**config.mk**
```make
export PLATFORM = sky130hd
export DESIGN_NAME = i2c_arb_monitor
export DESIGN_NICKNAME = d
export VERILOG_FILES = /design/src/rtl/i2c_arb_pkg.sv /design/src/rtl/arb_busfree_timer.sv /design/src/rtl/arb_bit_compare.sv /design/src/rtl/arb_loss_flag.sv /design/src/rtl/i2c_arb_monitor.sv
export SDC_FILE = /design/constraint.sdc
export NUM_CORES = 1
export LEC_CHECK = 0
export BUFFER_PORTS_ARGS = -buffer_cell sky130_fd_sc_hd__buf_2
export CAP_MARGIN = 0
export CORE_ASPECT_RATIO = 0.9
export CORE_MARGIN = 2
export CORE_UTILIZATION = 35
export CTS_BUF_LIST = sky130_fd_sc_hd__clkbuf_4 sky130_fd_sc_hd__clkbuf_8 sky130_fd_sc_hd__clkbuf_16
export DETAILED_ROUTE_END_ITERATION = 12
export PLACE_DENSITY = 0.68
export SLEW_MARGIN = 20
export SYNTH_ARGS = -nofsm -noshare
export SYNTH_HDL_FRONTEND = slang
export SYNTH_SLANG_ARGS = --single-unit
```
**constraint.sdc**
```tcl
create_clock -name clk -period 2.1 [get_ports clk]
set_input_delay 0 -clock clk [delete_from_list [all_inputs] [get_ports clk]]
set_output_delay 0 -clock clk [all_outputs]
set_load 0.01 [all_outputs]
```
**src/rtl/i2c_arb_pkg.sv**
```systemverilog
package i2c_arb_pkg;
  localparam int unsigned FREE_CNT_W = 12;

  typedef struct packed {
    logic scl;
    logic sda;
  } bus_lvl_t;
endpackage

```
**src/rtl/arb_busfree_timer.sv**
```systemverilog
module arb_busfree_timer #(
  parameter int unsigned CNT_W = 12
) (
  input  logic             clk,
  input  logic             rst_n,
  input  logic             en,
  input  logic             lines_high,
  input  logic [CNT_W-1:0] limit,
  output logic             free
);
  localparam logic [CNT_W-1:0] CNT_MAX = {CNT_W{1'b1}};

  logic [CNT_W-1:0] cnt;

  // restart on any low level or when not waiting; saturate at the top
  always_ff @(posedge clk or negedge rst_n) begin
    if (!rst_n)                 cnt <= '0;
    else if (!en || !lines_high) cnt <= '0;
    else if (cnt != CNT_MAX)     cnt <= cnt + 1'b1;
  end

  assign free = en && lines_high && (cnt >= limit);

  AST_FREE_AFTER_HIGH: assert property (@(posedge clk) disable iff (!rst_n)
    (free && limit != '0) |-> $past(lines_high && en));
  AST_LOW_RESTARTS: assert property (@(posedge clk) disable iff (!rst_n)
    (en && !lines_high) |=> (cnt == '0));
endmodule

```
**src/rtl/arb_bit_compare.sv**
```systemverilog
module arb_bit_compare (
  input  logic scl,
  input  logic sda,
  input  logic armed,
  input  logic tx_phase,
  input  logic drv_bit,
  input  logic nack_slot,
  output logic mismatch
);
  logic expect_high;

  // a released bit (data 1 or intended NACK) must read back high
  always_comb begin
    expect_high = (tx_phase && drv_bit) || nack_slot;
    mismatch    = armed && scl && !sda && expect_high;
  end
endmodule

```
**src/rtl/arb_loss_flag.sv**
```systemverilog
module arb_loss_flag (
  input  logic clk,
  input  logic rst_n,
  input  logic mismatch,
  input  logic clr,
  output logic bus_loss,
  output logic abort_pulse
);
  always_ff @(posedge clk or negedge rst_n) begin
    if (!rst_n) begin
      bus_loss    <= 1'b0;
      abort_pulse <= 1'b0;
    end else begin
      abort_pulse <= !bus_loss && mismatch;
      if (bus_loss && clr)        bus_loss <= 1'b0;
      else if (!bus_loss && mismatch) bus_loss <= 1'b1;
    end
  end

  AST_ABORT_SINGLE: assert property (@(posedge clk) disable iff (!rst_n)
    abort_pulse |=> !abort_pulse);
  AST_ABORT_WITH_LOSS: assert property (@(posedge clk) disable iff (!rst_n)
    abort_pulse |-> bus_loss);
  AST_LOSS_STICKY: assert property (@(posedge clk) disable iff (!rst_n)
    (bus_loss && !clr) |=> bus_loss);
endmodule

```
**src/rtl/i2c_arb_monitor.sv**
```systemverilog
module i2c_arb_monitor #(
  parameter int unsigned CNT_W = i2c_arb_pkg::FREE_CNT_W
) (
  input  logic             clk,
  input  logic             rst_n,
  input  logic             scl_i,
  input  logic             sda_i,
  input  logic             speed_fast,
  input  logic [CNT_W-1:0] free_cnt_std,
  input  logic [CNT_W-1:0] free_cnt_fast,
  input  logic             claim_req,
  input  logic             start_issued,
  input  logic             tx_phase,
  input  logic             drv_bit,
  input  logic             nack_slot,
  input  logic             loss_clr,
  input  logic             cmd_new,
  output logic             bus_free,
  output logic             bus_loss,
  output logic             abort_pulse,
  output logic             release_lines
);
  import i2c_arb_pkg::*;

  bus_lvl_t         lvl;
  logic [CNT_W-1:0] limit;
  logic             committed;
  logic             wait_en;
  logic             mismatch;

  assign lvl   = '{scl: scl_i, sda: sda_i};
  assign limit = speed_fast ? free_cnt_fast : free_cnt_std;

  // no automatic retry once the start is out; re-armed when claim drops
  always_ff @(posedge clk or negedge rst_n) begin
    if (!rst_n)            committed <= 1'b0;
    else if (!claim_req)   committed <= 1'b0;
    else if (start_issued) committed <= 1'b1;
  end

  assign wait_en = claim_req && !committed && !bus_loss;

  arb_busfree_timer #(.CNT_W(CNT_W)) u_timer (
    .clk        (clk),
    .rst_n      (rst_n),
    .en         (wait_en),
    .lines_high (lvl.scl && lvl.sda),
    .limit      (limit),
    .free       (bus_free)
  );

  arb_bit_compare u_cmp (
    .scl       (lvl.scl),
    .sda       (lvl.sda),
    .armed     (!bus_loss),
    .tx_phase  (tx_phase),
    .drv_bit   (drv_bit),
    .nack_slot (nack_slot),
    .mismatch  (mismatch)
  );

  arb_loss_flag u_flag (
    .clk         (clk),
    .rst_n       (rst_n),
    .mismatch    (mismatch),
    .clr         (loss_clr || cmd_new),
    .bus_loss    (bus_loss),
    .abort_pulse (abort_pulse)
  );

  assign release_lines = bus_loss;

  AST_NO_AUTO_RETRY: assert property (@(posedge clk) disable iff (!rst_n)
    (start_issued && claim_req) |=> !bus_free);
  AST_RELEASED_MISMATCH: assert property (@(posedge clk) disable iff (!rst_n)
    (!bus_loss && tx_phase && drv_bit && scl_i && !sda_i) |=> bus_loss);
  AST_LOW_BIT_SAFE: assert property (@(posedge clk) disable iff (!rst_n)
    (!bus_loss && tx_phase && !drv_bit && !nack_slot) |=> !bus_loss);
  AST_NACK_OVERRIDE: assert property (@(posedge clk) disable iff (!rst_n)
    (!bus_loss && nack_slot && scl_i && !sda_i) |=> bus_loss);
  AST_LOST_NO_GRANT: assert property (@(posedge clk) disable iff (!rst_n)
    bus_loss |-> !bus_free);
endmodule

```
==> flow_summary.toml <==
[status]
status = "complete, no violations"

[clocking]
cts.clk_slew.worst_paths_ns = 0.06
cts-root-buf = "clkbuf_8"
h-tree-depth = 1
clock-sinks = 15
cts_tree = "yes"
insertion_delay_ns = 0.25
clk_path_buf_depth = 2
numCtsBuffers = 3

[worst_hold_path]
hp-start = "scl_i"
holdCritPathClass = "in2reg"

[power]
netSwitchingFraction = 0.2327
p_int_w = 0.0005018
ir_worst_vdd_v = 0.0001678
leakagePower_nw = 0.7898
pwr-share-seq = 0.453
design_power_total_w = 0.0006540
pwr-share-clk = 0.377
p_comb_frac = 0.170
power_density_mw_per_mm2 = 407.1
switching_power_w = 0.0001522

[global_route]
grt_pass1_vias = 1072
antenna_found_initial = 0
grtUsageTotal = 0.1501
grt_pass1_wl_mm = 4.567
grt.overflow.total = 0
grt_max_degree = 16

[timing]
setup_viol = 0
fin_crit_sh = 0.9485
finClkSkew_ns = 0.002775
rsz0062_at_grt = "no"
tns_ns = 0
max_slew_margin = 0.6375
hold_viol_final = 0
max_freq_mhz = 502.0
drv_slew = 0
post-route-min-period_ns = 1.992
worst_pin_slew_ns = 0.5438

[setup_path]
worstSetupEndpointType = "output pin"
path_class = "reg2out"
worstPathArrival_ns = 1.99
critPathRequiredTime_ns = 2.10
startpoint = "u_timer.cnt[5]"
cp-start-kind = "register"
cp_max_fo = 5
rr_startpoint = "u_timer.cnt[1]"

[job]
maxCapViolCount = 0

[cells_and_area]
area_delta_synth_final_pct = 34.03
num-nets-final = 225
drive_gt1_frac = 0.4000
num_antenna_cells = 0
final-seq-area_um2 = 384.1
multi_input_area_um2 = 789.5
post-route-util = 0.4827
fillers = 305
fin_area_mm2 = 0.001607

[synth]
postSynth.asyncResetShare = 1.000
postSynthCellCount = 122
yosys_warnings = 0
ys_types = 39
synth_area_leaders = "dfrtp_1 31%, ha_1 14%, mux2i_1 11%"
synth_fp_nets = 171
syn_area_mm2 = 0.001199
ys_seq_area_frac = 0.3132
synth_common_cells = "15 x dfrtp_1, 13 x ha_1, 13 x mux2i_1, 9 x nor2_1, 8 x nand2_1"
synth_edf_count = 0
yosys.area.top_type = "dfrtp_1"
synth_seq_cells = 15
synth_flop_cell = "dfrtp_1"
yosysTopAreaCellShare = 0.3132
avgSynthCellArea_um2 = 9.825
post-synth-top-count-cell = "dfrtp_1"

[floorplanning]
num_rows = 20
core_mm2 = 0.003328
die_y_um = 59.52
die_x_um = 65.69
die_area_mm2 = 0.003909
io_pins = 40
initial_core_util = 0.3602

[route]
dr_total_vias = 1119
routed_wirelength_mm = 2.890
wl_per_cell_um = 13.20
ant_nets = 0
drc = 0
drt_pass1_iterations = 4
drt-initial-drc-count = 48
viasPerCell = 5.110

[placed_design]
io_buffers = 39
dp_hpwl_mm = 2.153
place_area_mm2 = 0.001428
globalplace.congestion = 0.8570
## routing by layer
metal,global-route usage,up-vias,share of wire
li1,-,564,-
met4,0.04464,0,0.015
met3,0.02471,5,0.042
met5,0,-,0
met1,0.1848,520,0.45
met2,0.2698,30,0.50
## repair_timing
item / CTS / global route
pin swaps: 0 / 2
setup endpoints to repair: 1 / 1
gates resized for setup: 4 / 5
hold endpoints to repair: 17 / 0
setup buffers: 4 / 5
hold buffers: 4 / 0
## final timing paths
| path | to | slack, ns | cells after the start |
|---|---|---|---|
| setup / recovery | bus_free | 0.11 | 6 |
| hold / removal | u_flag.abort_pulse | 0.02 | 3 |
| setup reg to reg | u_timer.cnt[1] | 0.39 | 5 |
| hold reg to reg | u_flag.bus_loss | 0.53 | 1 |
| max in group asynchronous | u_timer.cnt[7] | 1.64 | 2 |
| min in group asynchronous | u_timer.cnt[4] | 0.19 | 2 |
## through the flow
| step | setup slack [ns] | instances | hold WS [ns] |
|---|---|---|---|
| detailed placement | 0.1774 | 202 | -0.07549 |
| finish | 0.1081 | 219 | 0.02402 |
| global route | 0.008934 | 219 | 0.04375 |
| floorplan | 0.4012 | 122 | -0.2956 |
| CTS | 0.02116 | 214 | 0.02730 |
| global placement | 0.2511 | 202 | -0.08200 |
## sequential cells by signal (all words and copies together) (netlist names)
register            count
u_flag.bus_loss         1
u_timer.cnt            12
committed               1
u_flag.abort_pulse      1
## kinds of logic after synthesis
logic type	after synthesis	synth area share
and+or+nand+nor	42	0.2307
AOI/OAI and AO/OA	27	0.1482
DFF	15	0.3132
muxes	14	0.1179
adders and majority gates	13	0.1357
buffers and inverters	9	0.03967
xor gates and xnor gates	2	0.01462
## final cells by class
type                       instances  share of cell area
inverter                           5             0.01168
timing repair buffer              53              0.1931
multi-input combinational         98              0.4914
sequential                        15              0.2391
clock buffer                       4             0.03037
tap                               44             0.03427
## power groups by stage
stage	registers (W)	clock network, W	logic (W)
after floorplan	0.000303	0	0.0000521
after global placement	0.000301	0	0.0000985
after detailed placement	0.000302	0	0.000103
after CTS	0.000296	0.000250	0.000109
after global routing	0.000297	0.000261	0.000125
final	0.000296	0.000246	0.000111
## placed cells by master (no fill, tap or decap), drive strengths merged, types with 5 or more instances in the layout
master,Yosys,layout
inv,5,5
a21oi,7,7
nand2,8,8
ha,13,13
o21ai,6,6
nor3,6,6
nor2,9,9
dfrtp,15,15
mux2i,13,13
buf,4,49
## worst max-delay path: stages, from the launching register on
cell and delay, ns:
dfrtp_1 0.44, ha_1 0.32, nand2_1 0.05, or3_1 0.34
o32a_1 0.35, o21ai_0 0.08, buf_2 0.17
(Power assumes the default switching activity.)
